`config.mk`:
```
export PLATFORM = sky130hd
export DESIGN_NAME = sar_conv_engine
export DESIGN_NICKNAME = d
export VERILOG_FILES = /design/src/rtl/sar_pkg.sv /design/src/rtl/sar_tick_gen.sv /design/src/rtl/sar_seq.sv /design/src/rtl/sar_fmt.sv /design/src/rtl/sar_conv_engine.sv
export SDC_FILE = /design/constraint.sdc
export NUM_CORES = 1
export LEC_CHECK = 0
export BUFFER_PORTS_ARGS = -buffer_cell sky130_fd_sc_hd__buf_2
export CAP_MARGIN = 30
export CORE_AREA = 10 10 98 100
export DETAILED_ROUTE_END_ITERATION = 16
export DIE_AREA = 0 0 108 110
export PLACE_DENSITY_LB_ADDON = 0.3
export SLEW_MARGIN = 20
export SYNTH_ARGS = -nofsm -noshare
export SYNTH_HDL_FRONTEND = slang
export SYNTH_SLANG_ARGS = --single-unit
export TNS_END_PERCENT = 30
```
`constraint.sdc`:
```
create_clock -name clk -period 2.3 [get_ports clk]
set_input_delay 0.115 -clock clk [delete_from_list [all_inputs] [get_ports clk]]
set_output_delay 0.115 -clock clk [all_outputs]
set_load 0.05 [all_outputs]
```
`src/rtl/sar_pkg.sv`:
```
package sar_pkg;

    localparam int PRS_W     = 5;
    localparam int SMP_W     = 2;
    localparam int PH_W      = 6;
    localparam int DIV_W     = PRS_W + 2;

    typedef enum logic [1:0] {
        ST_IDLE  = 2'd0,
        ST_SAMP1 = 2'd1,
        ST_SAMP2 = 2'd2,
        ST_CONV  = 2'd3
    } sar_state_e;

    typedef struct packed {
        logic [PRS_W-1:0] prs;
        logic [SMP_W-1:0] smp;
        logic             res8;
        logic             left;
        logic             sgn;
    } sar_cfg_t;

    // length of the second sample phase in converter ticks: 2, 4, 8, 16
    function automatic logic [PH_W-1:0] phase2_ticks(input logic [SMP_W-1:0] code);
        return PH_W'(2) << code;
    endfunction

    // bus clocks per converter tick
    function automatic logic [DIV_W-1:0] tick_period(input logic [PRS_W-1:0] p);
        return (DIV_W'(p) + DIV_W'(1)) << 1;
    endfunction

endpackage

```
`src/rtl/sar_tick_gen.sv`:
```
module sar_tick_gen
    import sar_pkg::*;
(
    input  logic             clk,
    input  logic             rst,
    input  logic             run,
    input  logic [PRS_W-1:0] prs,
    output logic             tick
);
    logic [DIV_W-1:0] cnt_q;
    logic [DIV_W-1:0] last;

    assign last = tick_period(prs) - DIV_W'(1);
    assign tick = run && (cnt_q == last);

    always_ff @(posedge clk) begin
        if (rst || !run) begin
            cnt_q <= '0;
        end else if (cnt_q == last) begin
            cnt_q <= '0;
        end else begin
            cnt_q <= cnt_q + DIV_W'(1);
        end
    end
endmodule

```
`src/rtl/sar_seq.sv`:
```
module sar_seq
    import sar_pkg::*;
#(
    parameter int RES_W     = 10,
    parameter int LO_RES    = 8,
    parameter int PH1_TICKS = 2
) (
    input  logic             clk,
    input  logic             rst,
    input  logic             launch,
    input  logic             abort,
    input  logic             tick,
    input  logic [SMP_W-1:0] smp,
    input  logic             res8,
    input  logic             cmp,
    output sar_state_e       state,
    output logic [RES_W-1:0] dac_code,
    output logic             fin,
    output logic [RES_W-1:0] res_next
);
    localparam int BIT_W = $clog2(RES_W);

    sar_state_e       st_q;
    logic [PH_W-1:0]  ph_q;
    logic [BIT_W-1:0] bit_q;
    logic [RES_W-1:0] sar_q;
    logic [RES_W-1:0] trial_bit;
    logic [RES_W-1:0] sar_next;
    logic [BIT_W-1:0] top_bit;

    assign top_bit   = res8 ? BIT_W'(LO_RES - 1) : BIT_W'(RES_W - 1);
    assign trial_bit = RES_W'(1) << bit_q;
    assign sar_next  = cmp ? (sar_q | trial_bit) : sar_q;
    assign fin       = (st_q == ST_CONV) && tick && (bit_q == '0) && !abort;
    assign res_next  = sar_next;
    assign dac_code  = (st_q == ST_CONV) ? (sar_q | trial_bit) : '0;
    assign state     = st_q;

    always_ff @(posedge clk) begin
        if (rst) begin
            st_q  <= ST_IDLE;
            ph_q  <= '0;
            bit_q <= '0;
            sar_q <= '0;
        end else if (abort && st_q != ST_IDLE) begin
            st_q  <= ST_IDLE;
            ph_q  <= '0;
            bit_q <= '0;
            sar_q <= '0;
        end else begin
            unique case (st_q)
                ST_IDLE: begin
                    if (launch) begin
                        st_q  <= ST_SAMP1;
                        ph_q  <= '0;
                        sar_q <= '0;
                    end
                end
                ST_SAMP1: begin
                    if (tick) begin
                        if (ph_q == PH_W'(PH1_TICKS - 1)) begin
                            st_q <= ST_SAMP2;
                            ph_q <= '0;
                        end else begin
                            ph_q <= ph_q + PH_W'(1);
                        end
                    end
                end
                ST_SAMP2: begin
                    if (tick) begin
                        if (ph_q == phase2_ticks(smp) - PH_W'(1)) begin
                            st_q  <= ST_CONV;
                            ph_q  <= '0;
                            bit_q <= top_bit;
                        end else begin
                            ph_q <= ph_q + PH_W'(1);
                        end
                    end
                end
                ST_CONV: begin
                    if (tick) begin
                        if (bit_q == '0) begin
                            st_q  <= ST_IDLE;
                            sar_q <= '0;
                        end else begin
                            sar_q <= sar_next;
                            bit_q <= bit_q - BIT_W'(1);
                        end
                    end
                end
                default: st_q <= ST_IDLE;
            endcase
        end
    end
endmodule

```
`src/rtl/sar_fmt.sv`:
```
module sar_fmt #(
    parameter int RES_W  = 10,
    parameter int LO_RES = 8,
    parameter int OUT_W  = 16
) (
    input  logic [RES_W-1:0] raw,
    input  logic             res8,
    input  logic             left,
    input  logic             sgn,
    output logic [OUT_W-1:0] word
);
    localparam int SH_HI = OUT_W - RES_W;
    localparam int SH_LO = OUT_W - LO_RES;

    always_comb begin
        word = OUT_W'(raw);
        if (left) begin
            word = res8 ? (OUT_W'(raw) << SH_LO) : (OUT_W'(raw) << SH_HI);
            if (sgn) begin
                word[OUT_W-1] = ~word[OUT_W-1];
            end
        end
    end
endmodule

```
`src/rtl/sar_conv_engine.sv`:
```
module sar_conv_engine
    import sar_pkg::*;
#(
    parameter int RES_W     = 10,
    parameter int LO_RES    = 8,
    parameter int OUT_W     = 16,
    parameter int PH1_TICKS = 2
) (
    input  logic             clk,
    input  logic             rst,
    input  logic             start,
    input  logic             abort,
    input  logic [4:0]       prescale,
    input  logic [1:0]       smp_sel,
    input  logic             res8,
    input  logic             left_just,
    input  logic             signed_fmt,
    input  logic             cmp_in,
    output logic             sample_en,
    output logic             busy,
    output logic [RES_W-1:0] dac_code,
    output logic             done,
    output logic [RES_W-1:0] raw_result,
    output logic [OUT_W-1:0] result_word
);
    sar_cfg_t         cfg_q;
    sar_state_e       state;
    logic             launch;
    logic             tick;
    logic             fin;
    logic [RES_W-1:0] res_next;
    logic [OUT_W-1:0] word_next;
    logic             done_q;
    logic [RES_W-1:0] raw_q;
    logic [OUT_W-1:0] word_q;
    logic             cfg_left;

    assign launch   = start && !abort && (state == ST_IDLE);
    assign busy     = (state != ST_IDLE);
    assign sample_en = (state == ST_SAMP1) || (state == ST_SAMP2);
    assign cfg_left = cfg_q.left;

    always_ff @(posedge clk) begin
        if (rst) begin
            cfg_q <= '0;
        end else if (launch) begin
            cfg_q <= '{prs: prescale, smp: smp_sel, res8: res8,
                       left: left_just, sgn: signed_fmt};
        end
    end

    sar_tick_gen u_tick (
        .clk  (clk),
        .rst  (rst),
        .run  (busy),
        .prs  (cfg_q.prs),
        .tick (tick)
    );

    sar_seq #(
        .RES_W     (RES_W),
        .LO_RES    (LO_RES),
        .PH1_TICKS (PH1_TICKS)
    ) u_seq (
        .clk      (clk),
        .rst      (rst),
        .launch   (launch),
        .abort    (abort),
        .tick     (tick),
        .smp      (cfg_q.smp),
        .res8     (cfg_q.res8),
        .cmp      (cmp_in),
        .state    (state),
        .dac_code (dac_code),
        .fin      (fin),
        .res_next (res_next)
    );

    sar_fmt #(
        .RES_W  (RES_W),
        .LO_RES (LO_RES),
        .OUT_W  (OUT_W)
    ) u_fmt (
        .raw  (res_next),
        .res8 (cfg_q.res8),
        .left (cfg_q.left),
        .sgn  (cfg_q.sgn),
        .word (word_next)
    );

    always_ff @(posedge clk) begin
        if (rst) begin
            done_q <= 1'b0;
            raw_q  <= '0;
            word_q <= '0;
        end else begin
            done_q <= fin;
            if (fin) begin
                raw_q  <= res_next;
                word_q <= word_next;
            end
        end
    end

    assign done        = done_q;
    assign raw_result  = raw_q;
    assign result_word = word_q;
endmodule

```
# ---- Word-level counts from Yosys, hierarchy flattened
# Cells that the tools add are included.
dict set report word_totals {
  in_bits 15
  ff_bits 66
}
dict set report classes {
  n_reduce_logical 23
  n_bitwise 2
  eq_ne 14
  shift 2
  n_mux 29
  addsub 6
}
# cell n
set ops {}
lappend ops {{$mux W10} 5}
lappend ops {{$mux W16} 2}
lappend ops {{$mux W6} 5}
lappend ops {{$mux W4} 5}
lappend ops {{$pmux W10 S2} 1}
lappend ops {{$pmux W6 S3} 1}
lappend ops {{$mux W2} 7}
lappend ops {{$ne A2 B1 Y1 const B} 5}
lappend ops {{$or A10 B10 Y10} 1}
lappend ops {{$shl A1 B4 Y10 const A} 1}
lappend ops {{$pmux W2 S4} 1}
lappend ops {{$pmux W4 S2} 1}
lappend ops {{$add A7 B1 Y7 const B} 1}
lappend ops {{$eq A7 B7 Y1} 1}
lappend ops {{$logic_and A1 B1 Y1} 7}
lappend ops {{$reduce_and A7 Y1} 1}
lappend ops {{$sub A7 B1 Y7 const B} 1}
lappend ops {{$add A5 B1 Y6 const B} 1}
lappend ops {{$add A6 B1 Y6 const B} 1}
lappend ops {{$eq A6 B1 Y1 const B} 1}
lappend ops {{$eq A6 B6 Y1} 1}
lappend ops {{$ne A2 B2 Y1 const B} 3}
lappend ops {{$reduce_bool A2 Y1} 3}
lappend ops {{$shl A2 B2 Y6 const A} 1}
lappend ops {{other kinds (15)} 19}

# ---- Logic depth before layout (Yosys ltp)
# Gate-level depths: netlist of the first run.
dict set report depth {
  depth_word 7
  mapped_depth 10
  ltp_nobuf 8
}

# ---- Modules after synthesis
# A second synthesis of the first run with hierarchy kept.
dict set report hier_totals {
  hier_cells 428
  hier_area_um2 3836.2
}
# module n_inst cells_each area_per_inst_um2
set by_module_without_submodules {}
lappend by_module_without_submodules {sar_seq 1 199 1586.5}
lappend by_module_without_submodules {sar_conv_engine 1 134 1480.2}
lappend by_module_without_submodules {sar_tick_gen 1 63 549.3}
lappend by_module_without_submodules {sar_fmt 1 32 220.2}

# ---- Worst setup path before layout of the first run
# Ideal clock, no wire load.
dict set report synth_path {
  kind {reg-to-reg}
  start {reg cfg_q[5] (netlist name)}
  end {reg word_q[4] (netlist: result_word[4])}
  stages_incl_launch_ff 9
  arrival_ps 2386
  slack_ps -157
  n_path_buf 1
  cell_sequence {dfxtp_1 -> ha_1 -> nor4b_1 -> and2_1 -> a22oi_2 -> a2111o_1 -> buf_6 -> or3_1 -> a21oi_1}
}
dict set report synth_between {
  elab_chain_len 7
}
# item line
set synth_rtl {}
lappend synth_rtl {{from (decl)} sar_conv_engine.sv:26} ;# sar_cfg_t cfg_q;
lappend synth_rtl {{from (signal assigned)} sar_conv_engine.sv:47} ;# cfg_q <= '{prs: prescale, smp: smp_sel, res8: res8,
lappend synth_rtl {{$add A5 B1 Y6} sar_pkg.sv:30} ;# return (DIV_W'(p) + DIV_W'(1)) << 1;
lappend synth_rtl {{$sub A7 B1 Y7} sar_tick_gen.sv:13} ;# assign last = tick_period(prs) - DIV_W'(1);
lappend synth_rtl {{$eq A7 B7 Y1} sar_tick_gen.sv:14} ;# assign tick = run && (cnt_q == last);
lappend synth_rtl {{$logic_and A1 B1 Y1} sar_tick_gen.sv:14}
lappend synth_rtl {{$logic_and A1 B1 Y1 (3 in a row)} sar_seq.sv:34} ;# assign fin = (st_q == ST_CONV) && tick && (bit_q == '0) && !abort;
lappend synth_rtl {{to (signal assigned)} sar_conv_engine.sv:100} ;# word_q <= word_next;
lappend synth_rtl {{to (decl)} sar_conv_engine.sv:35} ;# logic [OUT_W-1:0] word_q;
# No other way between the ends.
# A chain may end at the register's enable or synchronous reset.

# ---- Final worst setup path of the first run
dict set report layout_path {
  start {reg cfg_q[6] (netlist name)}
  end {reg word_q[3] (netlist: result_word[3])}
}
# The elaborated chain is that of the path after synthesis.

==> flow_summary.yaml, run 1 <==
outcome:
  outcome: "complete, but fails checks"
  violations: "negative setup slack"
detailed_routing:
  drt-vias-per-instance: 5.67
  post-route-drc-count: 0
  drt_iter0_drc: 231
  avgRoutedWirePerCell_um: 16.0
  first_pass_iters: 5
  ant_nets: 0
  wl_mm: 10.7
  vias: 3794
sta:
  fin_skew_ns: 0.0102
  max_freq_ghz: 0.420
  period_share: 1.04
  relSlewSlack: 0.555
  rsz0062_at_grt: "true"
  setup_tns_ns: -1.25
  worst_pin_slew_ns: 0.666
  setup_ws_ns: -0.0825
  drv_slew: 0
  period_minus_slack_ns: 2.38
  setup_viol: 30
  fin_hold_ws_ns: 0.00807
  hold_viol_final: 0
clock_network:
  clock_path_buffers: 2
  cts_made_buffers: 9
  cts_tree: "done"
  clock_latency_ns: 0.35
  clk_pin_slew_ns: 0.07
  cts.htree.levels: 3
  clockRootBuffer: "clkbuf_8"
  cts.sinks: 66
die:
  die_x_um: 108
  io_pins: 54
  core-area_um2: 7650
  die_area_um2: 11900
  dieHeight_um: 110
  fp-row-count: 32
  start_util: 0.487
yosys:
  yosysSeqAreaShare: 0.355
  synth.avg_cell_area_um2: 7.99
  synth_seq_cells: 66
  netlist_area_um2: 3720
  ys.flop_type: "dfxtp_1"
  synthCells: 466
  yosysWarnings: 0
  synth_edf_count: 0
  synth_cell_types: 60
  async_reset_ff_frac: 0
  syn_nets: 496
global_routing:
  overflow: 0
  grt_start_max_net_pins: 34
  grt_antenna_before_repair: 1
  grt_pass1_wl_mm: 17.2
  track_usage: 0.177
  grt_pass1_vias: 3609
power:
  power.density_nw_per_um2: 657
  peakVddDrop_mv: 0.524
  power.leakage_uw: 0.00200
final_layout:
  drive_above_1_share: 0.314
  final_util: 0.647
  fill_cells: 659
  area_growth_pct: 32.8
  final_net_count: 591
min_path:
  hold_path.class: "input port to register"
  worstHoldEndpoint: "cfg_q[0]"
  worstHoldPathCells: 3
  min_from: "signed_fmt"
worst_setup_path:
  r2r_end: "result_word[3]"
  cp.arrival_ns: 2.68
  endpoint_kind: "register"
  regToRegStartpoint: "cfg_q[6]"
  r2r_slack_ns: -0.08
  critical-path-top-delay-family: "compound AO/OA/AOI/OAI gates"
  critical_path_required_ns: 2.59
  critPathLaunchType: "register"
  critPathMaxFanout: 6
  cpPeakStageDelay_ns: 0.47
  path_cells: "ha_4, nor4b_4, buf_4, a211o_4, a2111o_1, buf_6, or3_4, a21oi_2"
  path_class: "register to register"
  rr_worst_depth: 8
  cp_slowest_cell: "a2111o_1"
  crit_buf_inv: 2
placed_design:
  port_buffers: 53
  gp_congestion: 0.869
  dpl.hpwl_mm: 7.44
job:
  max_cap_violations: 0
-- final cells by class --
| type | instances | area (um2) | share of cell area |
|---|---|---|---|
| Multi-Input combinational cell | 362 | 2480 | 0.501 |
| Sequential cell | 66 | 1330 | 0.269 |
| Timing Repair Buffer | 111 | 748 | 0.151 |
| Clock buffer | 11 | 141 | 0.0286 |
| Tap cell | 102 | 128 | 0.0258 |
| Clock inverter | 5 | 77.6 | 0.0157 |
| Inverter | 11 | 42.5 | 0.00860 |
| Antenna cell | 1 | 2.50 | 0.000506 |
-- routing by layer --
metal,vias up,part of all wire,global-route usage
met2,148,0.49,0.303
li1,1861,-,-
met4,0,0.015,0.0744
met3,12,0.074,0.0325
met1,1773,0.42,0.213
met5,-,0,0
-- kinds of logic after synthesis --
group                    after synthesis  share of synthesized area
multiplexers                          17                     0.0464
buffers and inverters                 38                     0.0417
AND/OR/NAND/NOR                      199                      0.260
XOR/XNOR                              14                     0.0369
AO/OA/AOI/OAI                        117                      0.210
flip-flops                            66                      0.355
adder cells (fa/ha/maj)               15                     0.0504
-- report_power, final --
group          total, uW  switching, uW  internal [uW]
registers           1230           50.2           1180
clock network       1100            461            636
logic                922            570            352
total               3250           1080           2170
-- flip-flops by register name, indices dropped and copies added (netlist names) --
name and cells:
u_tick.cnt_q 7, u_seq.bit_q 4, u_seq.state 2, cfg_left 1, u_seq.sar_q 10, cfg_q 9
result_word 16, raw_result 10, u_seq.ph_q 6, done 1
-- per-stage QoR --
step | std cells | power (uW) | setup slack (ns) | instance area (um2)
3_3_place_gp | 634 | 2070 | -0.0684 | 4360
3_5_place_dp | 634 | 2090 | -0.0671 | 4360
4_1_cts | 664 | 3220 | -0.0480 | 4770
5_1_grt | 669 | 3390 | -0.175 | 4950
6_report | 669 | 3250 | -0.0825 | 4950
2_1_floorplan | 466 | 1830 | -0.00631 | 3780
-- worst max path at each step --
| stage | from | end | slack [ns] | depth (start not counted) |
|---|---|---|---|---|
| global route | u_seq.bit_q[1] | result_word[5] | -0.18 | 9 |
| global placement | cfg_q[6] | u_seq.state[1] | -0.07 | 9 |
| floorplan | u_seq.state[0] | u_seq.ph_q[5] | -0.006 | 8 |
| finish | cfg_q[6] | result_word[3] | -0.08 | 8 |
| CTS | cfg_q[6] | result_word[4] | -0.05 | 8 |
| detailed placement | cfg_q[6] | u_seq.state[1] | -0.07 | 9 |
-- timing repair --
action,4_1_cts,5_1_grt
setup buffers,5,5
setup endpoints to repair,43,53
cloned,1,0
endpoints found under the hold margin,8,0
gates resized for setup,14,33
hold buffers,8,0
pin swaps,5,33
-- layout by cell type, fill, tap and decap left out, types with 8 or more instances in the layout --
master | synthesis | routed
or2_2 | 9 | 9
mux2i_1 | 15 | 14
nand3_1 | 28 | 26
clkbuf_8 | 0 | 10
buf_4 | 0 | 45
nand2b_1 | 9 | 9
dfxtp_1 | 66 | 63
and3_1 | 11 | 10
nand2_1 | 62 | 60
a21oi_1 | 58 | 52
dlygate4sd3_1 | 0 | 8
o21ai_0 | 11 | 8
inv_1 | 10 | 9
nor2_1 | 41 | 41
ha_1 | 15 | 12
buf_2 | 4 | 53
-- synth_stat cells (9+ instances only) --
cell type | instances | share of area
nand3_1 | 28 | 0.038
or2_2 | 9 | 0.015
ha_1 | 15 | 0.050
nand2b_1 | 9 | 0.015
a21oi_1 | 58 | 0.078
mux2i_1 | 15 | 0.040
o21ai_0 | 11 | 0.015
nand2_1 | 62 | 0.062
clkbuf_1 | 20 | 0.020
inv_1 | 10 | 0.010
and3_1 | 11 | 0.018
dfxtp_1 | 66 | 0.35
nor2_1 | 41 | 0.041
-- worst register-to-register path: cells and delay by family, from the launching register on --
family                   cells  cell delay (ns)
adder cells (fa/ha/maj)      1             0.31
AND/OR/NAND/NOR              2             0.37
AO/OA/AOI/OAI                3             0.97
buffers and inverters        2             0.30
flip-flops                   1             0.38
No activity file was read; power rests on OpenSTA's default activity.
==> run 2, diff against run 1 <==
--- a/config.mk
+++ b/config.mk
@@ -11,6 +11,7 @@
 export DETAILED_ROUTE_END_ITERATION = 16
 export DIE_AREA = 0 0 108 110
 export PLACE_DENSITY_LB_ADDON = 0.3
+export SKIP_LAST_GASP = 1
 export SLEW_MARGIN = 20
 export SYNTH_ARGS = -nofsm -noshare
 export SYNTH_HDL_FRONTEND = slang
==> flow_summary.yaml, run 2 (same netlist as run 1, synthesis figures left out) <==
die:
  die_area_um2: 11900
  start_util: 0.487
  core-area_um2: 7650
  die_x_um: 108
  dieHeight_um: 110
  fp-row-count: 32
  io_pins: 54
job:
  max_cap_violations: 0
global_routing:
  overflow: 0
  grt_pass1_wl_mm: 17.0
  grt_pass1_vias: 3590
  grt_start_max_net_pins: 34
  track_usage: 0.175
  grt_antenna_before_repair: 1
power:
  sw_frac_of_total: 0.336
  comb_power_share: 0.284
  peakVddDrop_mv: 0.522
  switchingPower_uw: 1100
  power.leakage_uw: 0.00201
  power.density_nw_per_um2: 659
  power_frac_seq: 0.376
  clkPwrFrac: 0.340
  p_int_uw: 2170
clock_network:
  cts.sinks: 66
  cts_made_buffers: 9
  clock_path_buffers: 2
  clk_pin_slew_ns: 0.07
  cts.htree.levels: 3
  clock_latency_ns: 0.36
  clockRootBuffer: "clkbuf_8"
  cts_tree: "done"
detailed_routing:
  avgRoutedWirePerCell_um: 16.3
  ant_nets: 0
  met3WireLength_um: 794
  drt_iter0_drc: 206
  drt-met1-wl_mm: 4.57
  first_pass_iters: 5
  routed.top_layer: "met4"
  wl_met2_mm: 5.35
  vias: 3827
  wl_mm: 10.9
  post-route-drc-count: 0
  drt-vias-per-instance: 5.72
sta:
  fin_hold_ws_ns: -0.00121
  hold_viol_final: 1
  max_freq_ghz: 0.411
  worst_pin_slew_ns: 0.673
  period_share: 1.06
  fin_skew_ns: 0.0122
  drv_slew: 0
  setup_ws_ns: -0.131
  setup_viol: 40
  setup_tns_ns: -2.22
  period_minus_slack_ns: 2.43
  rsz0062_at_grt: "true"
  relSlewSlack: 0.551
final_layout:
  fin_cells: 669
  final_common_cell: "dfxtp_1"
  area_growth_pct: 32.9
  final_net_count: 591
  fill_cells: 657
  largest_reg_flops: 16
  final_cell_mix: "dfxtp_1, nand2_1, buf_2, a21oi_1, buf_4"
  drive_above_1_share: 0.314
worst_setup_path:
  path_cells: "ha_4, nor4b_4, buf_4, a211o_4, a2111o_1, buf_6, or3_1, a21oi_1"
  critical_path_required_ns: 2.60
  critPathLaunchType: "register"
  critPathMaxFanout: 6
  critical-path-top-delay-family: "compound AO/OA/AOI/OAI gates"
  cp.arrival_ns: 2.73
  cp_slowest_cell: "a2111o_1"
  endpoint_kind: "register"
  cpPeakStageDelay_ns: 0.47
  rr_worst_depth: 8
  crit_buf_inv: 2
  crit_cells: 8
  path_class: "register to register"
outcome:
  violations: "negative hold slack, negative setup slack"
  outcome: "complete, but fails checks"
min_path:
  worstHoldPathCells: 3
  hold_path.class: "input port to register"
placed_design:
  dp.cells: 634
  gp_congestion: 0.869
  port_buffers: 53
  dpl.hpwl_mm: 7.44
## run 2: cell types whose count changed in the layout (fill, tap and decap cells not counted), moves of 2 or more
cell and delta:
a2111oi_0 -2, nand2_1 +2, nand2_2 -2, nor2_1 -2
nor2_2 +2, o21ai_0 +3, o21ai_1 -3
## run 2: what timing repair did
item / 4_1_cts / 5_1_grt
buffers inserted: 5 / 3
resized for setup: 9 / 33
cloned: 1 / 1
pin swaps: 5 / 22
hold buffers: 8 / 0
endpoints found under the hold margin: 8 / 0
setup endpoints to repair: 43 / 53
## run 2: worst register-to-register path: cells and delay by family, from the launching register on
family / cells / cell delay (ns)
and+or+nand+nor: 2 / 0.39
AOI/OAI and AO/OA: 3 / 0.98
buffers and inverters: 2 / 0.30
DFF: 1 / 0.38
adders and majority gates: 1 / 0.32
## run 2: metal layers
layer  up-vias  global-route usage
li1       1859                   -
met1      1788               0.211
met2       158               0.300
met3        22              0.0325
met4         0              0.0744
met5         -                   0
## run 2: stage by stage
step	hold WS, ns	total power, uW	setup WS (ns)	utilization	area [um2]
CTS	0.000135	3210	-0.0570	0.620	4740
global placement	0.343	2070	-0.0684	0.570	4360
finish	-0.00121	3260	-0.131	0.647	4950
floorplan	0.194	1830	-0.00631	-	3780
global route	0.0189	3400	-0.211	0.647	4950
detailed placement	0.352	2090	-0.0671	0.570	4360
## run 2: layout make-up
| cell class | count | area (um2) | area share |
|---|---|---|---|
| timing repair buffer | 111 | 759 | 0.153 |
| sequential | 66 | 1330 | 0.268 |
| inverter | 11 | 42.5 | 0.00859 |
| clock buffer | 11 | 141 | 0.0286 |
| antenna | 1 | 2.50 | 0.000505 |
| clock inverter | 5 | 77.6 | 0.0157 |
| tap | 102 | 128 | 0.0258 |
| multi-input combinational | 362 | 2470 | 0.499 |
## run 2: power groups by stage
stage | Sequential (uW) | Combinational [uW] | Clock [uW]
6_report | 1230 | 927 | 1110
5_1_grt | 1240 | 996 | 1170
4_1_cts | 1230 | 864 | 1120
3_5_place_dp | 1250 | 835 | 0
3_3_place_gp | 1250 | 822 | 0
2_1_floorplan | 1240 | 587 | 0
## run 2: path summary, 6_finish.rpt
check           startpoint             end  slack (ns)
max               cfg_q[6]  result_word[2]       -0.13
min reg2reg  raw_result[7]   raw_result[7]        0.45
max reg2reg       cfg_q[6]  result_word[2]       -0.13
min             signed_fmt        cfg_q[0]      -0.001
==> run 3, diff against run 2 <==
--- a/config.mk
+++ b/config.mk
@@ -7,9 +7,9 @@
 export LEC_CHECK = 0
 export BUFFER_PORTS_ARGS = -buffer_cell sky130_fd_sc_hd__buf_2
 export CAP_MARGIN = 30
-export CORE_AREA = 10 10 98 100
+export CORE_AREA = 2 2 90 92
 export DETAILED_ROUTE_END_ITERATION = 16
-export DIE_AREA = 0 0 108 110
+export DIE_AREA = 0 0 92 94
 export PLACE_DENSITY_LB_ADDON = 0.3
 export SKIP_LAST_GASP = 1
 export SLEW_MARGIN = 20
==> flow_summary.yaml, run 3 (same netlist as run 1, synthesis figures left out) <==
sta:
  rsz0062_at_grt: "true"
  setup_tns_ns: -4.55
  period_share: 1.08
  hold_viol_final: 0
  setup_viol: 48
  drv_slew: 0
  period_minus_slack_ns: 2.48
  fin_skew_ns: 0.0120
  setup_ws_ns: -0.179
  worst_pin_slew_ns: 0.624
  max_freq_ghz: 0.403
  relSlewSlack: 0.583
placed_design:
  dpl.hpwl_mm: 7.31
  gp_congestion: 0.916
  dp.cells: 637
  port_buffers: 53
global_routing:
  grt_pass1_vias: 3805
  grt_start_max_net_pins: 40
  track_usage: 0.257
  grt_antenna_before_repair: 0
  grt_pass1_wl_mm: 17.8
  overflow: 0
power:
  sw_frac_of_total: 0.324
  p_int_uw: 2370
  power_frac_seq: 0.351
  power.density_nw_per_um2: 691
  peakVddDrop_mv: 0.483
  switchingPower_uw: 1130
  clkPwrFrac: 0.374
  comb_power_share: 0.275
  power.leakage_uw: 0.00207
min_path:
  hold_path.class: "input port to register"
worst_setup_path:
  critical_path_required_ns: 2.53
  path_cells: "ha_4, nor4b_4, and2_1, a22oi_2, buf_4, a2111o_1, buf_4, clkbuf_16, nand2_1, a21oi_2"
  cp_slowest_cell: "a2111o_1"
  critPathMaxFanout: 9
  cpPeakStageDelay_ns: 0.50
  cp.arrival_ns: 2.71
  path_class: "register to register"
  endpoint_kind: "register"
  cp_common_cell: "buf_4"
  critPathLaunchType: "register"
  r2r_slack_ns: -0.18
detailed_routing:
  avgRoutedWirePerCell_um: 16.8
  drt_iter0_drc: 248
  first_pass_iters: 5
  post-route-drc-count: 0
  drt-vias-per-instance: 5.85
  ant_nets: 0
  wl_mm: 11.4
  vias: 3984
clock_network:
  clock_latency_ns: 0.35
  cts_tree: "done"
  cts.htree.levels: 3
  clk_pin_slew_ns: 0.08
  clockRootBuffer: "clkbuf_8"
  cts.sinks: 66
  clock_path_buffers: 2
  cts_made_buffers: 9
final_layout:
  antenna_cells: 0
  final_net_count: 604
  fin_cells: 681
  largest_reg_flops: 16
  final_common_cell: "dfxtp_1"
  final_cell_mix: "dfxtp_1, nand2_1, buf_4, buf_2, a21oi_1"
  area_growth_pct: 35.9
  fill_cells: 626
  drive_above_1_share: 0.325
  seq_area_um2: 1330
  multi_input_area_um2: 2460
die:
  die_x_um: 92
  io_pins: 54
  die_area_um2: 8650
  dieHeight_um: 94
  fp-row-count: 32
  core-area_um2: 7610
  start_util: 0.490
outcome:
  violations: "negative setup slack"
  outcome: "complete, but fails checks"
job:
  max_cap_violations: 0
-- run 3: cell types whose count changed in the layout (fill, tap and decap cells not counted), sizes merged --
cell | before | now
buf | 102 | 114
clkinv | 3 | 1
a2111o | 3 | 4
a31o | 5 | 6
bufinv | 2 | 3
diode | 1 | 0
dlygate4sd3 | 8 | 7
inv | 10 | 11
-- run 3: power groups by stage --
stage / clock network (uW) / registers, uW / logic, uW
after detailed placement: 0 / 1250 / 850
final: 1310 / 1230 / 963
after floorplan: 0 / 1240 / 587
after CTS: 1310 / 1220 / 883
after global routing: 1360 / 1230 / 1030
after global placement: 0 / 1250 / 834
-- run 3: final cells by class --
cell class	count	area share
multi-input cells	364	0.486
clock inverters	5	0.0210
repair buffers	122	0.165
well taps	102	0.0252
clock buffers	11	0.0321
inverters	11	0.00840
flip-flops and latches	66	0.262
-- run 3: metal layers --
metal	up-vias	routed length, um	GRT usage	share of wire
met4	0	406	0.124	0.036
met2	171	5750	0.463	0.50
li1	1885	-	-	-
met5	-	0	0	0
met1	1887	4540	0.289	0.40
met3	41	740	0.0546	0.065
-- run 3: through the flow --
step                      cell area (um2)   util  setup WS (ns)  total power, uW  hold WS (ns)
final                                5060  0.666         -0.179             3500        0.0151
after global routing                 5060  0.666         -0.266             3620        0.0387
after detailed placement             4380  0.576        -0.0953             2100         0.351
after global placement               4380  0.576        -0.0612             2080         0.346
after floorplan                      3780      -       -0.00631             1830         0.194
after CTS                            4850  0.637        -0.0832             3420        0.0104
-- run 3: worst max-delay path: cells and delay by family (launching register included) --
| kind | cells | cell delay (ns) |
|---|---|---|
| AO/OA/AOI/OAI | 3 | 0.65 |
| AND/OR/NAND/NOR | 3 | 0.54 |
| buffers and inverters | 3 | 0.52 |
| flip-flops | 1 | 0.37 |
| adder cells (fa/ha/maj) | 1 | 0.27 |
-- run 3: path summary, 6_finish.rpt --
kind / startpoint / endpoint / cells after the start
setup / recovery: cfg_q[6] / result_word[7] / 10
setup reg to reg: cfg_q[6] / result_word[7] / 10
hold / removal: smp_sel[0] / cfg_q[3] / 3
hold reg to reg: raw_result[6] / raw_result[6] / 2
-- run 3: what timing repair did --
action | 4_1_cts | 5_1_grt
cloned | 3 | 3
setup endpoints to repair | 41 | 55
endpoints found under the hold margin | 7 | 0
buffers inserted | 5 | 10
pin swaps | 4 | 9
resized for setup | 14 | 24
hold buffers | 7 | 0
